===== src/rtl/ptlb_pkg.sv =====
package ptlb_pkg;

   typedef enum logic [2:0] {
      RC_MATCH   = 3'd0,
      RC_BADADDR = 3'd1,
      RC_NOMATCH = 3'd2,
      RC_INVALID = 3'd3,
      RC_DIRTY   = 3'd4
   } res_code_e;

   localparam int unsigned PERM_RD = 0;
   localparam int unsigned PERM_WR = 1;

   localparam int unsigned CTX_FIELD_LSB_SHIFT = 9;
   localparam int unsigned CTX_KEEP_FROM       = 23;

endpackage


===== src/rtl/ptlb_entry_cmp.sv =====
module ptlb_entry_cmp #(
   parameter int unsigned VA_W       = 32,
   parameter int unsigned ASID_W     = 8,
   parameter int unsigned PAGE_SHIFT = 12
) (
   input  logic [VA_W-1:0]   ent_vpn,
   input  logic [VA_W-1:0]   ent_mask,
   input  logic [ASID_W-1:0] ent_asid,
   input  logic              ent_global,
   input  logic [VA_W-1:0]   va,
   input  logic [ASID_W-1:0] cur_asid,
   output logic              hit,
   output logic              odd_half,
   output logic [VA_W-1:0]   off_mask
);
   localparam logic [VA_W-1:0] MIN_MASK = (VA_W'(1) << (PAGE_SHIFT + 1)) - VA_W'(1);

   logic [VA_W-1:0] eff_mask;
   logic [VA_W-1:0] half_bit;
   logic            owner_ok;
   logic            tag_ok;

   always_comb begin
      eff_mask = ent_mask | MIN_MASK;
      half_bit = eff_mask & ~(eff_mask >> 1);
      owner_ok = ent_global || (ent_asid == cur_asid);
      tag_ok   = (va & ~eff_mask) == (ent_vpn & ~eff_mask);
      hit      = owner_ok && tag_ok;
      odd_half = |(va & half_bit);
      off_mask = eff_mask >> 1;
   end

endmodule


===== src/rtl/ptlb_first_hit.sv =====
module ptlb_first_hit #(
   parameter int unsigned NUM = 16
) (
   input  logic [NUM-1:0] hits,
   output logic [NUM-1:0] grant,
   output logic           any_hit
);
   logic [NUM:0] seen;

   assign seen[0] = 1'b0;

   for (genvar i = 0; i < NUM; i++) begin : g_chain
      assign grant[i]  = hits[i] & ~seen[i];
      assign seen[i+1] = seen[i] | hits[i];
   end

   assign any_hit = seen[NUM];

endmodule


===== src/rtl/ptlb_resolve.sv =====
module ptlb_resolve
   import ptlb_pkg::*;
#(
   parameter int unsigned VA_W       = 32,
   parameter int unsigned PA_W       = 32,
   parameter int unsigned ASID_W     = 8,
   parameter int unsigned PAGE_SHIFT = 12
) (
   input  logic              any_hit,
   input  logic              odd_half,
   input  logic [VA_W-1:0]   off_mask,
   input  logic [1:0]        sel_valid,
   input  logic [1:0]        sel_dirty,
   input  logic [PA_W-1:0]   sel_pfn_even,
   input  logic [PA_W-1:0]   sel_pfn_odd,
   input  logic [VA_W-1:0]   va,
   input  logic [ASID_W-1:0] cur_asid,
   input  logic              is_write,
   input  logic [VA_W-1:0]   cur_context,
   output res_code_e         code,
   output logic [PA_W-1:0]   paddr,
   output logic [1:0]        perm,
   output logic              fault,
   output logic [VA_W-1:0]   badvaddr,
   output logic [VA_W-1:0]   context_o,
   output logic [VA_W-1:0]   entryhi_o
);
   localparam logic [VA_W-1:0] PAIR_MASK = (VA_W'(1) << (PAGE_SHIFT + 1)) - VA_W'(1);
   localparam logic [VA_W-1:0] CTX_LOW   = (VA_W'(1) << CTX_KEEP_FROM) - VA_W'(1);
   localparam logic [VA_W-1:0] CTX_TAKE  = CTX_LOW & ~VA_W'(15);

   logic            half_valid;
   logic            half_dirty;
   logic [PA_W-1:0] half_pfn;

   always_comb begin
      half_valid = odd_half ? sel_valid[1] : sel_valid[0];
      half_dirty = odd_half ? sel_dirty[1] : sel_dirty[0];
      half_pfn   = odd_half ? sel_pfn_odd  : sel_pfn_even;

      if (!any_hit)                     code = RC_NOMATCH;
      else if (!half_valid)             code = RC_INVALID;
      else if (is_write && !half_dirty) code = RC_DIRTY;
      else                              code = RC_MATCH;

      paddr = '0;
      perm  = '0;
      if (code == RC_MATCH) begin
         paddr          = half_pfn | PA_W'(va & off_mask);
         perm[PERM_RD]  = 1'b1;
         perm[PERM_WR]  = half_dirty;
      end

      fault     = (code != RC_MATCH);
      badvaddr  = '0;
      context_o = '0;
      entryhi_o = '0;
      if (fault) begin
         badvaddr  = va;
         context_o = (cur_context & ~CTX_LOW) | ((va >> CTX_FIELD_LSB_SHIFT) & CTX_TAKE);
         entryhi_o = (va & ~PAIR_MASK) | VA_W'(cur_asid);
      end
   end

endmodule


===== src/rtl/ptlb_pair_lookup.sv =====
module ptlb_pair_lookup
   import ptlb_pkg::*;
#(
   parameter int unsigned NUM_ENTRIES = 16,
   parameter int unsigned VA_W        = 32,
   parameter int unsigned PA_W        = 32,
   parameter int unsigned ASID_W      = 8,
   parameter int unsigned PAGE_SHIFT  = 12,
   localparam int unsigned IDX_W      = $clog2(NUM_ENTRIES)
) (
   input  logic              clk,
   input  logic              rst_n,
   input  logic              wr_en,
   input  logic [IDX_W-1:0]  wr_idx,
   input  logic [VA_W-1:0]   wr_vpn,
   input  logic [VA_W-1:0]   wr_mask,
   input  logic [ASID_W-1:0] wr_asid,
   input  logic              wr_global,
   input  logic [PA_W-1:0]   wr_pfn_even,
   input  logic [PA_W-1:0]   wr_pfn_odd,
   input  logic [1:0]        wr_valid,
   input  logic [1:0]        wr_dirty,
   input  logic              lk_valid,
   input  logic [VA_W-1:0]   lk_vaddr,
   input  logic [ASID_W-1:0] lk_asid,
   input  logic              lk_write,
   input  logic [VA_W-1:0]   cur_context,
   output logic              res_valid,
   output logic [2:0]        res_code,
   output logic [PA_W-1:0]   res_paddr,
   output logic [1:0]        res_perm,
   output logic              res_fault,
   output logic [VA_W-1:0]   flt_badvaddr,
   output logic [VA_W-1:0]   flt_context,
   output logic [VA_W-1:0]   flt_entryhi
);

   // elaboration-time parameter checks
   if (NUM_ENTRIES < 2) begin : g_bad_entries
      $error("NUM_ENTRIES must be at least 2");
   end
   if (VA_W < CTX_KEEP_FROM + 1) begin : g_bad_va
      $error("VA_W must leave room for the context field");
   end
   if (PAGE_SHIFT + 1 >= VA_W) begin : g_bad_page
      $error("PAGE_SHIFT too large for VA_W");
   end
   if (ASID_W > PAGE_SHIFT + 1) begin : g_bad_asid
      $error("ASID_W must fit below the pair offset");
   end

   // entry storage
   logic [VA_W-1:0]   e_vpn    [NUM_ENTRIES];
   logic [VA_W-1:0]   e_mask   [NUM_ENTRIES];
   logic [ASID_W-1:0] e_asid   [NUM_ENTRIES];
   logic              e_global [NUM_ENTRIES];
   logic [PA_W-1:0]   e_pfn0   [NUM_ENTRIES];
   logic [PA_W-1:0]   e_pfn1   [NUM_ENTRIES];
   logic [1:0]        e_valid  [NUM_ENTRIES];
   logic [1:0]        e_dirty  [NUM_ENTRIES];

   for (genvar i = 0; i < NUM_ENTRIES; i++) begin : g_store
      always_ff @(posedge clk) begin
         if (!rst_n) begin
            e_vpn[i]    <= '0;
            e_mask[i]   <= '0;
            e_asid[i]   <= '0;
            e_global[i] <= 1'b0;
            e_pfn0[i]   <= '0;
            e_pfn1[i]   <= '0;
            e_valid[i]  <= '0;
            e_dirty[i]  <= '0;
         end else if (wr_en && (wr_idx == IDX_W'(i))) begin
            e_vpn[i]    <= wr_vpn;
            e_mask[i]   <= wr_mask;
            e_asid[i]   <= wr_asid;
            e_global[i] <= wr_global;
            e_pfn0[i]   <= wr_pfn_even;
            e_pfn1[i]   <= wr_pfn_odd;
            e_valid[i]  <= wr_valid;
            e_dirty[i]  <= wr_dirty;
         end
      end
   end

   // parallel compare
   logic [NUM_ENTRIES-1:0] hits;
   logic [NUM_ENTRIES-1:0] odd_vec;
   logic [VA_W-1:0]        offm   [NUM_ENTRIES];

   for (genvar i = 0; i < NUM_ENTRIES; i++) begin : g_cmp
      ptlb_entry_cmp #(
         .VA_W       (VA_W),
         .ASID_W     (ASID_W),
         .PAGE_SHIFT (PAGE_SHIFT)
      ) u_cmp (
         .ent_vpn    (e_vpn[i]),
         .ent_mask   (e_mask[i]),
         .ent_asid   (e_asid[i]),
         .ent_global (e_global[i]),
         .va         (lk_vaddr),
         .cur_asid   (lk_asid),
         .hit        (hits[i]),
         .odd_half   (odd_vec[i]),
         .off_mask   (offm[i])
      );
   end

   // lowest-index priority
   logic [NUM_ENTRIES-1:0] grant;
   logic                   any_hit;

   ptlb_first_hit #(.NUM(NUM_ENTRIES)) u_prio (
      .hits    (hits),
      .grant   (grant),
      .any_hit (any_hit)
   );

   // one-hot AND-OR select of the winning entry
   logic              s_odd;
   logic [VA_W-1:0]   s_offm;
   logic [1:0]        s_valid;
   logic [1:0]        s_dirty;
   logic [PA_W-1:0]   s_pfn0;
   logic [PA_W-1:0]   s_pfn1;

   always_comb begin
      s_odd   = 1'b0;
      s_offm  = '0;
      s_valid = '0;
      s_dirty = '0;
      s_pfn0  = '0;
      s_pfn1  = '0;
      for (int i = 0; i < NUM_ENTRIES; i++) begin
         s_odd   = s_odd   | (grant[i] & odd_vec[i]);
         s_offm  = s_offm  | ({VA_W{grant[i]}} & offm[i]);
         s_valid = s_valid | ({2{grant[i]}} & e_valid[i]);
         s_dirty = s_dirty | ({2{grant[i]}} & e_dirty[i]);
         s_pfn0  = s_pfn0  | ({PA_W{grant[i]}} & e_pfn0[i]);
         s_pfn1  = s_pfn1  | ({PA_W{grant[i]}} & e_pfn1[i]);
      end
   end

   res_code_e         n_code;
   logic [PA_W-1:0]   n_paddr;
   logic [1:0]        n_perm;
   logic              n_fault;
   logic [VA_W-1:0]   n_badv;
   logic [VA_W-1:0]   n_ctx;
   logic [VA_W-1:0]   n_ehi;

   ptlb_resolve #(
      .VA_W       (VA_W),
      .PA_W       (PA_W),
      .ASID_W     (ASID_W),
      .PAGE_SHIFT (PAGE_SHIFT)
   ) u_resolve (
      .any_hit      (any_hit),
      .odd_half     (s_odd),
      .off_mask     (s_offm),
      .sel_valid    (s_valid),
      .sel_dirty    (s_dirty),
      .sel_pfn_even (s_pfn0),
      .sel_pfn_odd  (s_pfn1),
      .va           (lk_vaddr),
      .cur_asid     (lk_asid),
      .is_write     (lk_write),
      .cur_context  (cur_context),
      .code         (n_code),
      .paddr        (n_paddr),
      .perm         (n_perm),
      .fault        (n_fault),
      .badvaddr     (n_badv),
      .context_o    (n_ctx),
      .entryhi_o    (n_ehi)
   );

   // result register
   always_ff @(posedge clk) begin
      if (!rst_n) begin
         res_valid    <= 1'b0;
         res_code     <= '0;
         res_paddr    <= '0;
         res_perm     <= '0;
         res_fault    <= 1'b0;
         flt_badvaddr <= '0;
         flt_context  <= '0;
         flt_entryhi  <= '0;
      end else begin
         res_valid <= lk_valid;
         if (lk_valid) begin
            res_code     <= n_code;
            res_paddr    <= n_paddr;
            res_perm     <= n_perm;
            res_fault    <= n_fault;
            flt_badvaddr <= n_badv;
            flt_context  <= n_ctx;
            flt_entryhi  <= n_ehi;
         end
      end
   end

   // assertions
   AST_RES_TIMING: assert property (@(posedge clk) disable iff (!rst_n)
      lk_valid |=> res_valid);
   AST_RES_IDLE: assert property (@(posedge clk) disable iff (!rst_n)
      !lk_valid |=> !res_valid);
   AST_GRANT_ONEHOT: assert property (@(posedge clk) disable iff (!rst_n)
      $onehot0(grant) && (any_hit == (hits != '0)));
   AST_MATCH_READ_PERM: assert property (@(posedge clk) disable iff (!rst_n)
      (res_valid && res_code == RC_MATCH) |-> res_perm[PERM_RD]);
   AST_WRITE_MATCH_WRPERM: assert property (@(posedge clk) disable iff (!rst_n)
      (res_valid && res_code == RC_MATCH && $past(lk_write)) |-> res_perm[PERM_WR]);
   AST_FAULT_FLAG: assert property (@(posedge clk) disable iff (!rst_n)
      res_valid |-> (res_fault == (res_code != RC_MATCH)));
   AST_NO_BADADDR: assert property (@(posedge clk) disable iff (!rst_n)
      res_valid |-> (res_code != RC_BADADDR));
   AST_FAULT_BADV: assert property (@(posedge clk) disable iff (!rst_n)
      (res_valid && res_fault) |-> (flt_badvaddr == $past(lk_vaddr)));
   AST_FAULT_ASID: assert property (@(posedge clk) disable iff (!rst_n)
      (res_valid && res_fault) |-> (flt_entryhi[ASID_W-1:0] == $past(lk_asid)));

endmodule


===== config.mk =====
export PLATFORM = sky130hd
export DESIGN_NAME = ptlb_pair_lookup
export DESIGN_NICKNAME = d
export VERILOG_FILES = /design/src/rtl/ptlb_pkg.sv /design/src/rtl/ptlb_entry_cmp.sv /design/src/rtl/ptlb_first_hit.sv /design/src/rtl/ptlb_resolve.sv /design/src/rtl/ptlb_pair_lookup.sv
export SDC_FILE = /design/constraint.sdc
export NUM_CORES = 2
export LEC_CHECK = 0
export BUFFER_PORTS_ARGS = -buffer_cell sky130_fd_sc_hd__buf_2
export CAP_MARGIN = 10
export CORE_MARGIN = 2
export CORE_UTILIZATION = 30
export DETAILED_ROUTE_END_ITERATION = 8
export PLACE_DENSITY = 0.46
export SLEW_MARGIN = 20
export SYNTH_ARGS = -nofsm -noshare
export SYNTH_HDL_FRONTEND = slang
export SYNTH_HIERARCHICAL = 1
export SYNTH_SLANG_ARGS = --single-unit

===== constraint.sdc =====
create_clock -name clk -period 14.4 [get_ports clk]
set_input_delay 0.72 -clock clk [delete_from_list [all_inputs] [get_ports clk]]
set_output_delay 0.72 -clock clk [all_outputs]
set_load 0.03 [all_outputs]

==> results.md <==
* Status: finished clean
* GR Util met2 at 0.380
* Int Pwr at 10.0 mW
* WP data required at 15.22 ns
* Maxcap violations at 0
* Fin crit period at 8.68 ns
* Clock slew seen by the registers of the worst setup and hold paths at 0.06 ns
* GR Util met3 at 0.0604
* # rows at 207
* First-pass iteration count of the detailed router at 7
* Finished Cell Area at 0.105 mm²
* Die area at 0.325 mm²
* Syn Area/Cell at 12.6 µm²
* CTS H-tree lvls at 4
* Pleak at 36.7 nW
* Mapped Area at 0.0961 mm²
* Ratio of cells with drive above 1 in the final layout at 0.111
* Synth Instances at 7612
* Fillers at 31361
* Syn. warnings at 6
* Resize count post-CTS at 0
* Die height at 570 µm
* Final ANT Viol Nets at 0
* Clock Sinks at 1975
* Root buf cell: clkbuf_16
* Initial core utilization at 0.302
* Peak Freq at 0.115 GHz
* Final Cycle Share at 0.603
* Clock tree from TritonCTS: yes
* Worst slew pin tran at 1.18 ns
* Register area at 0.0579 mm²
* Total Routed Length at 407000 µm
* Max Root-Sink Buffers at 4
* Slew headroom at 0.216
* Startpoint Class: primary input
* Placement Cell Area at 0.0982 mm²
* DR DRC count at 0
* HPWL after detailed placement at 245000 µm
* Total GRT Usage at 0.245
* Clock share of power at 0.417
* Placer's final routability congestion estimate at 1.01
* First-pass GRT wire length at 548000 µm
* Insertion delay to the later sink of the worst-skew pair at 0.95 ns
* Final routed wire length divided by cell count at 34.6 µm
* RSZ-0062 raised after global routing: false
* Final slew viol count at 0
* Final Hold Viols at 0
* IO Count at 357
* TritonCTS buffer count at 223
* Cts hold-fix bufs at 0
* NumNets Final at 7583
* Comb power frac at 0.070
* Die width at 570 µm
* Setup TNS Final at 0 ns
* VDD IR max at 0.0988 mV
* Std-Cell Core Area at 0.318 mm²
* CP Capture Type: flop
* M1 GR Usage at 0.332
* Initial antenna violation count at 102
* Worst Path Arrival at 9.50 ns
* Clock skew at 0.139 ns
* # port buffers at 307
* Vias in the first global route at 61232
* Worst min path class: primary input to flop
* Worst-path fanout max at 63
* Switching share of power at 0.250
* Post-CTS Setup Bufs at 0
* Critical path type: primary input to flop
* Total gr overflow at 0
* Power Dens Cells at 127 mW/mm²
* P_sw at 3.35 mW
* # setup viols final at 0
* Busiest grt layer: met2
* Area Growth Syn to Fin at 9.59%
* Initial DRC count at 8791
* Footprint of the multi-input gates at 0.0321 mm²
* Pin count of the biggest net entering global routing at 116
* Via count at 63343
* Sequential share of power at 0.513
* Flop2flop setup slack at 6.00 ns
* DR vias/cell at 5.39
## metrics by stage
step                power (mW)  worst slack [ns]  hold slack, ns   util  instances
finish                    13.4              5.72           0.144  0.331      11750
detailed placement        7.90              4.81           0.498  0.309      11314
floorplan                 7.51              4.38           0.593      -       7796
CTS                       13.4              5.76          0.0967  0.330      11718
global placement          7.89              4.59           0.491  0.309      11314
global route              13.7              5.94           0.148  0.331      11725
## routing by layer
| metal | share of wire | vias up |
|---|---|---|
| met5 | 0.00073 | - |
| met4 | 0.037 | 48 |
| met3 | 0.097 | 674 |
| met2 | 0.44 | 3300 |
| met1 | 0.42 | 32815 |
| li1 | - | 26506 |
## state kept, by name, summed over array words and instances (netlist names), 128 cells and up
signal  cells
e_vpn     304
e_mask    304
e_asid    128
e_pfn1    512
e_pfn0    512
## layout make-up
cell class	count	share of cell area
flip-flops and latches	1975	0.550
multi-input cells	4677	0.305
clock buffers	302	0.0589
well taps	4180	0.0497
repair buffers	462	0.0277
clock inverters	102	0.00715
inverters	22	0.000784
diodes	30	0.000713
## path summary, 6_finish.rpt
check | from | endpoint | cells after the start
setup / recovery | lk_vaddr[28] | flt_entryhi[13] | 19
hold / removal | cur_context[23] | flt_context[23] | 4
setup reg to reg | e_mask[0][25] | flt_entryhi[13] | 16
hold reg to reg | res_fault | res_fault | 2
## power by group through the flow
stage	Clock (mW)	Combinational, mW	Sequential [mW]
floorplan	0	0.549	6.96
global placement	0	0.924	6.96
detailed placement	0	0.928	6.97
CTS	5.65	0.931	6.85
global route	5.87	0.985	6.88
finish	5.58	0.941	6.86
## layout by cell type (no fill, tap or decap), drive strengths merged, types with 86 or more instances in the layout
| cell type | n |
|---|---|
| nor2b | 135 |
| xnor2 | 304 |
| xor2 | 128 |
| edfxtp | 1839 |
| and2 | 1889 |
| buf | 462 |
| nand4 | 102 |
| o22ai | 272 |
| dfxtp | 136 |
| nor4 | 87 |
| a22o | 404 |
| clkbuf | 302 |
| conb | 217 |
| nand2 | 339 |
| a221oi | 404 |
| mux2i | 168 |
| clkinv | 86 |
## worst max-delay path: stages
cell and delay (ns):
buf_2 0.70, buf_4 0.50, xnor2_1 0.17, o22ai_1 0.09
or4_1 0.67, nor4_4 0.30, buf_4 0.67, or4_1 0.76
nor3b_4 0.27, buf_4 0.44, a221oi_1 0.85, nand4_1 0.29
buf_4 0.30, mux2i_2 0.63, a211o_4 0.57, buf_4 0.66
and2_1 0.38, mux2i_1 0.12, nor2b_1 0.13
Note: power is estimated with default switching activity, not from simulation.
